**src/rtl/i2c_am_pkg.sv**
```systemverilog
package i2c_am_pkg;

  typedef enum logic [2:0] {
    ST_IDLE,
    ST_START,
    ST_LO,
    ST_HI,
    ST_ALO,
    ST_AHI,
    ST_HOLD
  } seq_st_t;

  localparam logic [1:0] REG_CTRL = 2'd0;
  localparam logic [1:0] REG_DATA = 2'd1;
  localparam logic [1:0] REG_CFG  = 2'd2;

  // Half period of SCL in system cycles for a given divider select.
  function automatic int unsigned half_len(input int unsigned base, input int unsigned sel);
    return base << sel;
  endfunction

endpackage

```
**src/rtl/i2c_am_tick.sv**
```systemverilog
module i2c_am_tick #(
  parameter int BASE_HALF = 4,
  parameter int SEL_W     = 3
) (
  input  logic             clk,
  input  logic             rst_n,
  input  logic             restart,
  input  logic [SEL_W-1:0] sel,
  output logic             tick
);
  import i2c_am_pkg::*;

  localparam int MAX_HALF = BASE_HALF << ((1 << SEL_W) - 1);
  localparam int CW       = $clog2(MAX_HALF + 1);

  logic [CW-1:0] cnt;
  logic [CW-1:0] reload;

  assign reload = CW'(half_len(BASE_HALF, int'(sel)) - 1);
  assign tick   = (cnt == '0) && !restart;

  always_ff @(posedge clk or negedge rst_n) begin
    if (!rst_n)                       cnt <= '0;
    else if (restart || cnt == '0)    cnt <= reload;
    else                              cnt <= cnt - 1'b1;
  end
endmodule

```
**src/rtl/i2c_am_busmon.sv**
```systemverilog
module i2c_am_busmon (
  input  logic clk,
  input  logic rst_n,
  input  logic scl_i,
  input  logic sda_i,
  output logic bb,
  output logic start_seen,
  output logic stop_seen
);
  logic scl_q, sda_q;

  assign start_seen = sda_q && !sda_i && scl_q && scl_i;
  assign stop_seen  = !sda_q && sda_i && scl_q && scl_i;

  always_ff @(posedge clk or negedge rst_n) begin
    if (!rst_n) begin
      scl_q <= 1'b1;
      sda_q <= 1'b1;
      bb    <= 1'b0;
    end else begin
      scl_q <= scl_i;
      sda_q <= sda_i;
      if (start_seen)     bb <= 1'b1;
      else if (stop_seen) bb <= 1'b0;
    end
  end
endmodule

```
**src/rtl/i2c_am_seq.sv**
```systemverilog
module i2c_am_seq (
  input  logic       clk,
  input  logic       rst_n,
  input  logic       go,
  input  logic       release_i,
  input  logic       ack_en,
  input  logic [7:0] addr_byte,
  input  logic       tick,
  output logic       scl_oe,
  output logic       sda_oe,
  output logic       fin_now,
  output logic       fin_ack,
  output logic       dir,
  output logic       idle,
  output logic       holding,
  output logic       xfer_hi
);
  import i2c_am_pkg::*;

  seq_st_t    st;
  logic [2:0] bitn;
  logic [7:0] shr;
  logic       data_ph;

  assign data_ph = (st == ST_LO) || (st == ST_HI);
  assign scl_oe  = (st == ST_LO) || (st == ST_ALO) || (st == ST_HOLD);
  assign sda_oe  = (st == ST_START) || (data_ph && !shr[bitn]);
  assign idle    = (st == ST_IDLE);
  assign holding = (st == ST_HOLD);
  assign xfer_hi = (st == ST_START) || (st == ST_HI) || (st == ST_AHI);
  assign dir     = shr[0];
  assign fin_ack = tick && (st == ST_AHI);
  assign fin_now = fin_ack || (tick && st == ST_HI && bitn == 3'd0 && !ack_en);

  always_ff @(posedge clk or negedge rst_n) begin
    if (!rst_n) begin
      st   <= ST_IDLE;
      bitn <= 3'd7;
      shr  <= 8'h00;
    end else begin
      unique case (st)
        ST_IDLE: if (go) begin
          st   <= ST_START;
          shr  <= addr_byte;
          bitn <= 3'd7;
        end
        ST_START: if (tick) st <= ST_LO;
        ST_LO:    if (tick) st <= ST_HI;
        ST_HI: if (tick) begin
          if (bitn == 3'd0) st <= ack_en ? ST_ALO : ST_HOLD;
          else begin
            bitn <= bitn - 3'd1;
            st   <= ST_LO;
          end
        end
        ST_ALO:  if (tick) st <= ST_AHI;
        ST_AHI:  if (tick) st <= ST_HOLD;
        ST_HOLD: if (release_i) st <= ST_IDLE;
        default: st <= ST_IDLE;
      endcase
    end
  end
endmodule

```
**src/rtl/i2c_addr_master.sv**
```systemverilog
module i2c_addr_master #(
  parameter int BASE_HALF = 4,
  parameter int SEL_W     = 3
) (
  input  logic       clk,
  input  logic       rst_n,
  input  logic       wr_en,
  input  logic [1:0] wr_addr,
  input  logic [7:0] wr_data,
  input  logic       scl_i,
  input  logic       sda_i,
  output logic       scl_oe,
  output logic       sda_oe,
  output logic       mst_o,
  output logic       trx_o,
  output logic       bb_o,
  output logic       pin_o,
  output logic       lrb_o,
  output logic       irq_o
);
  import i2c_am_pkg::*;

  logic [7:0]       dbr;
  logic [2:0]       bc_q;
  logic             aen_q;
  logic [SEL_W-1:0] sck_q;

  logic wr_ctrl, start_go, slave_cfg, release_w;
  logic tick, fin_now, fin_ack, dir, seq_idle, seq_hold, xfer_hi;
  logic start_seen, stop_seen;
  logic [3:0] cmd;

  assign cmd       = wr_data[7:4];
  assign wr_ctrl   = wr_en && (wr_addr == REG_CTRL);
  assign start_go  = wr_ctrl && (cmd == 4'b1111) && !bb_o && seq_idle && (bc_q == 3'b000);
  assign slave_cfg = wr_ctrl && (cmd == 4'b0001);
  assign release_w = wr_ctrl && cmd[0] && seq_hold;

  i2c_am_tick #(.BASE_HALF(BASE_HALF), .SEL_W(SEL_W)) tick_i (
    .clk(clk), .rst_n(rst_n), .restart(start_go), .sel(sck_q), .tick(tick)
  );

  i2c_am_busmon mon_i (
    .clk(clk), .rst_n(rst_n), .scl_i(scl_i), .sda_i(sda_i),
    .bb(bb_o), .start_seen(start_seen), .stop_seen(stop_seen)
  );

  i2c_am_seq seq_i (
    .clk(clk), .rst_n(rst_n), .go(start_go), .release_i(release_w),
    .ack_en(aen_q), .addr_byte(dbr), .tick(tick),
    .scl_oe(scl_oe), .sda_oe(sda_oe), .fin_now(fin_now), .fin_ack(fin_ack),
    .dir(dir), .idle(seq_idle), .holding(seq_hold), .xfer_hi(xfer_hi)
  );

  always_ff @(posedge clk or negedge rst_n) begin
    if (!rst_n) begin
      dbr   <= 8'h00;
      bc_q  <= 3'b000;
      aen_q <= 1'b0;
      sck_q <= '0;
    end else if (wr_en) begin
      if (wr_addr == REG_DATA) dbr <= wr_data;
      if (wr_addr == REG_CFG) begin
        bc_q  <= wr_data[7:5];
        aen_q <= wr_data[4];
        sck_q <= wr_data[SEL_W-1:0];
      end
    end
  end

  always_ff @(posedge clk or negedge rst_n) begin
    if (!rst_n) begin
      mst_o <= 1'b0;
      trx_o <= 1'b0;
      pin_o <= 1'b1;
      lrb_o <= 1'b0;
      irq_o <= 1'b0;
    end else begin
      irq_o <= fin_now;
      if (start_go) begin
        mst_o <= 1'b1;
        trx_o <= 1'b1;
        pin_o <= 1'b1;
      end else if (fin_now) begin
        pin_o <= 1'b0;
        if (fin_ack) begin
          lrb_o <= sda_i;
          if (!sda_i) trx_o <= !dir;
        end
      end else begin
        if (slave_cfg) begin
          mst_o <= 1'b0;
          trx_o <= 1'b0;
        end
        if (slave_cfg || release_w) pin_o <= 1'b1;
      end
    end
  end
endmodule

```
**config.mk**
```make
export PLATFORM = sky130hd
export DESIGN_NAME = i2c_addr_master
export DESIGN_NICKNAME = d
export VERILOG_FILES = /design/src/rtl/i2c_am_pkg.sv /design/src/rtl/i2c_am_tick.sv /design/src/rtl/i2c_am_busmon.sv /design/src/rtl/i2c_am_seq.sv /design/src/rtl/i2c_addr_master.sv
export SDC_FILE = /design/constraint.sdc
export NUM_CORES = 1
export LEC_CHECK = 0
export ABC_AREA = 1
export BUFFER_PORTS_ARGS = -buffer_cell sky130_fd_sc_hd__buf_2
export CAP_MARGIN = 20
export CORE_ASPECT_RATIO = 0.75
export CORE_MARGIN = 2
export CORE_UTILIZATION = 45
export CTS_CLUSTER_DIAMETER = 120
export DETAILED_ROUTE_END_ITERATION = 6
export PLACE_DENSITY_LB_ADDON = 0.2
export SYNTH_ARGS = -nofsm -noshare
export SYNTH_HDL_FRONTEND = slang
export SYNTH_HIERARCHICAL = 1
export SYNTH_SLANG_ARGS = --single-unit
```
**constraint.sdc**
```tcl
create_clock -name clk -period 5.12 [get_ports clk]
set_input_delay 1.024 -clock clk [delete_from_list [all_inputs] [get_ports clk]]
set_output_delay 1.024 -clock clk [all_outputs]
set_load 0.1 [all_outputs]
```
* Word-level counts from Yosys, hierarchy flattened
Cells that the tools add are included. W data, S select, Z words.
Word-level totals: bits in registers 47, input port bits 15, logic and storage cells 124, output and inout port bits 8
Operators by class: equal/unequal tests 21, bitwise logic cells 1, order comparisons 1, shifts and indexed selects 1, muxes and demuxes 29, reductions and logical operators 52, add/subtract/negate cells 3
Operator list (number):
- $mux W3 | 11
- $pmux W3 S7 | 1
- $logic_and A1 B1 Y1 | 20
- $sub A10 B1 Y10 const B | 2
- $ne A2 B1 Y1 const B | 7
- $mux W1 | 13
- $logic_not A10 Y1 | 1
- $mux W10 | 1
- $shl A3 B3 Y10 const A | 1
- $eq A3 B3 Y1 const B | 3
- $logic_not A3 Y1 | 3
- $reduce_and A2 Y1 | 4
- $logic_not A1 Y1 | 7
- $logic_or A1 B1 Y1 | 7
- $reduce_and A7 Y1 | 1
- $eq A3 B2 Y1 const B | 2
- $pmux W3 S2 | 1
- $reduce_and A3 Y1 | 2
- $reduce_bool A2 Y1 | 3
- $reduce_bool A3 Y1 | 2
- $eq A4 B1 Y1 const B | 1
- $eq A4 B4 Y1 const B | 1
- $lt A3 B4 Y1 const B | 1
- $ne A2 B2 Y1 const B | 2
- other kinds (11) | 11

* Logic depth before layout (Yosys ltp)
depth in word-level cells 14, gate-level depth with buffers 18, mapped depth without buffers 17

* By module
Netlist, hierarchy kept.
Modules (own cells, without submodules):
- i2c_am_seq | sequential area each 354.1 um2, instances 1, cells an instance 126, area an instance 955.9 um2
- i2c_addr_master | sequential area each 501.7 um2, instances 1, cells an instance 109, area an instance 902.1 um2
- i2c_am_tick | sequential area each 250.2 um2, instances 1, cells an instance 103, area an instance 770.7 um2
- i2c_am_busmon | sequential area each 77.6 um2, instances 1, cells an instance 13, area an instance 118.9 um2

* Worst setup path after synthesis
Ideal clock, no wire load.
kind flip-flop to output port, from register seq_i.st[1], to output scl_oe, setup slack 2.328 ns, data required time 4.096 ns, buffers on the path 1, arrival time 1.768 ns, stages on the path, launching flop included 4, cell sequence dfrtp_1 > buf_6 > nor2_8 > nor2_1
Between the ends: longest elaborated chain between the ends 3, elaborated cells between the ends (all ways) 5, classes of those cells 3 x eq/ne; 2 x reduce/logical
RTL lines:
- start, declared | RTL line i2c_am_seq.sv:20 | seq_st_t st;
- start signal, assigned | RTL line i2c_am_seq.sv:50 | if (bitn == 3'd0) st <= ack_en ? ST_ALO : ST_HOLD;
- $eq A3 B2 Y1 / $eq A3 B3 Y1 (equally long branches) | RTL line i2c_am_seq.sv:26 | assign scl_oe = (st == ST_LO) || (st == ST_ALO) || (st == ST_HOLD);
- $logic_or A1 B1 Y1 | RTL line i2c_am_seq.sv:26
- $logic_or A1 B1 Y1 * | RTL line i2c_am_seq.sv:26
- end, declared | RTL line i2c_addr_master.sv:12 | output logic scl_oe,
Mark *: on every way between the ends. The rest lies on a longest branch, timed or not.

* Final worst setup path
from register seq_i.st[2], to output sda_oe
Between the ends: longest elaborated chain between the ends 4, elaborated cells between the ends (all ways) 6, classes of those cells 3 x eq/ne; 3 x reduce/logical
RTL lines:
- $eq A3 B2 Y1 | RTL line i2c_am_seq.sv:25 | assign data_ph = (st == ST_LO) || (st == ST_HI);
- $logic_or A1 B1 Y1 | RTL line i2c_am_seq.sv:25
- $logic_and A1 B1 Y1 | RTL line i2c_am_seq.sv:27 | assign sda_oe = (st == ST_START) || (data_ph && !shr[bitn]);
- $logic_or A1 B1 Y1 * | RTL line i2c_am_seq.sv:27
- end, declared | RTL line i2c_addr_master.sv:13 | output logic sda_oe,
Marks and branches as above.

==> flow_metrics.env <==
export IMPL_run_status="finished, final reports clean"
export IMPL_clock_latency_ns=0.30
export IMPL_number_of_endpoints_with_negative_hold_slack_in_the_final_report=0
export IMPL_core_area_um2=5860
export IMPL_hold_path_class="reg2reg"
export IMPL_remaining_drc_errors=0
export IMPL_seqPwrFrac_pct=55.0
export IMPL_share_clk_of_total_power_pct=36.1
export IMPL_holdBufCountCts=0
export IMPL_mapped_nets=366
export IMPL_ctsLongestPathBuffers=2
export IMPL_yosysWarnings=6
export IMPL_gr_usage_all_layers_pct=17.1
export IMPL_utilization_pct=51.3
export IMPL_route_final_wire_length_um=5340
export IMPL_synthCells=348
export IMPL_rsz0062_at_grt="false"
export IMPL_numPortBuffers=22
export IMPL_finalWorstPathRequiredPeriod_ns=2.78
export IMPL_pin_count_of_the_biggest_net_entering_global_routing=48
export IMPL_first_global_vias=1902
export IMPL_detailed_place_hpwl_um=4060
export IMPL_num_antenna_cells=0
export IMPL_placement_rows=24
export IMPL_start_util_pct=46.7
export IMPL_die_h_um=71.5
export IMPL_clk_transition_reported_paths_ns=0.08
export IMPL_cap_violations=0
export IMPL_floorplan_die_width_um=94.0
export IMPL_clk_root_buffer_cell="clkbuf_8"
export IMPL_design_final_nets=391
export IMPL_drt_vias_per_instance=4.76
export IMPL_post_cts_resize_count=0
export IMPL_powerDensity_nw_per_um2=249
export IMPL_clock_fmax_ghz=0.359
export IMPL_detail_route_wl_per_cell_um=11.8
export IMPL_vdd_ir_drop_worst_uv=133
export IMPL_static_leakage_power_uw=0.00162
export IMPL_numCtsBuffers=5
export IMPL_timing_critical_path_fanout_max=7
export IMPL_route_vias_total=2153
export IMPL_detail_route_first_pass_iterations=4
export IMPL_antenna_found_initial=0
export IMPL_layout_cell_share_with_drive_strength_beyond_1_pct=22.7
export IMPL_data_arrival_time_of_the_critical_path_ns=1.76
export IMPL_finalHoldWorstSlack_ns=0.486
export IMPL_post_cts_repair_setup_buffers=0
export IMPL_globalRoute_totalOverflow=0
export IMPL_post_route_period_util_pct=54.3
export IMPL_cp_end_kind="primary output"
export IMPL_ctsHtreeMaxLevel=2
export IMPL_fin_skew_ns=0.0116
export IMPL_crit_type="reg2out"
export IMPL_switchingPower_uw=187
export IMPL_ant_nets=0
export IMPL_drtIter0Drc=115
export IMPL_routability_driven_placement_congestion_ratio=0.855
export IMPL_cts_sinks=47
export IMPL_power_report_internal_total_uw=559
export IMPL_wire_length_of_the_first_global_routing_pass_um=9000
export IMPL_tritoncts_clock_tree="built"
export IMPL_finalMaxSlewViolations=0
export IMPL_design_die_area_um2=6720
export IMPL_worst_slew_pin_transition_ns=0.611
export IMPL_relSlewSlack_pct=59.3
export IMPL_worst_setup_path_start_kind="flip-flop"
export IMPL_top_level_ports=23
export IMPL_pwr_share_comb_pct=8.8
export IMPL_finalSetupViolCount=0
export IMPL_totalPowerFinal_uw=747
export IMPL_worst_endpoint_required_ns=4.10
export IMPL_switching_share_pct=25.1
export IMPL_areaGrowthSynthToFinish_pct=9.74
export IMPL_totalNegativeSetupSlack_ns=0
export IMPL_post_synthesis_area_per_instance_um2=7.86
export IMPL_synthesis_area_um2=2740
## registers in the layout (all words and copies together), names as in the netlist, 3 cells and up
register    count
seq_i/st        3
tick_i/cnt     10
seq_i/shr       8
sck_q           3
dbr             8
seq_i/bitn      3
bc_q            3
## path summary, 6_finish.rpt
check | cells past startpoint | from | slack [ns] | to
max in group asynchronous | 2 | rst_n | 3.90 | dbr[5]
min in group asynchronous | 2 | rst_n | 0.82 | seq_i/st[1]
worst min register to register | 2 | trx_o | 0.49 | trx_o
worst min-delay path | 2 | trx_o | 0.49 | trx_o
worst max register to register | 15 | seq_i/st[1] | 2.45 | lrb_o
worst max-delay path | 6 | seq_i/st[2] | 2.34 | sda_oe
## through the flow
stage / std cells / setup WS [ns] / instance area, um^2
floorplan: 348 / 2.33 / 2740
global placement: 444 / 2.18 / 2890
detailed placement: 444 / 2.08 / 2890
CTS: 452 / 2.32 / 3000
global route: 452 / 2.15 / 3000
finish: 452 / 2.34 / 3000
## worst max-delay path, stage by stage (launching register included)
cell and delay [ns]:
dfrtp_1 0.54, inv_1 0.18, nand3_1 0.11, nand2_1 0.10
nand3_1 0.07, nand2_1 0.05, buf_2 0.41
## cell type report
cell class / count / area (um^2)
tap: 78 / 97.6
clock buffer: 6 / 72.6
clock inverter: 2 / 37.5
multi-input combinational: 239 / 1280
fill: 585 / 2850
timing repair buffer: 23 / 118
sequential: 47 / 1180
inverter: 57 / 216
## power groups by stage
stage / combinational (uW) / clock (uW) / sequential [uW]
after floorplan: 33.2 / 0 / 425
after global placement: 65.4 / 0 / 417
after detailed placement: 66.9 / 0 / 418
after CTS: 67.3 / 281 / 411
after global routing: 77.2 / 298 / 414
final: 65.8 / 270 / 411
## layout by cell type, fill, tap and decap left out, types with 2 or more instances in the layout
cell type	instances
dfrtp_1	41
o21bai_1	2
nor3_1	6
nor2_1	23
a21oi_2	8
clkbuf_8	5
nand3_1	31
inv_1	54
buf_2	22
xor2_1	2
dfstp_2	6
nand2_1	96
inv_2	2
nand3b_1	3
nand3_2	6
nand2_2	11
o21ai_0	21
ha_1	3
nor2_2	9
nand2_4	3
nor2_4	3
## routing by layer
layer	share of wire (%)	vias to the layer above	GRT usage [%]
li1	-	1132	-
met1	55	974	26.5
met2	39	41	23.3
met3	5.0	6	4.94
met4	1.1	0	4.51
met5	0	-	0
Note: power is estimated with default switching activity, not from simulation.
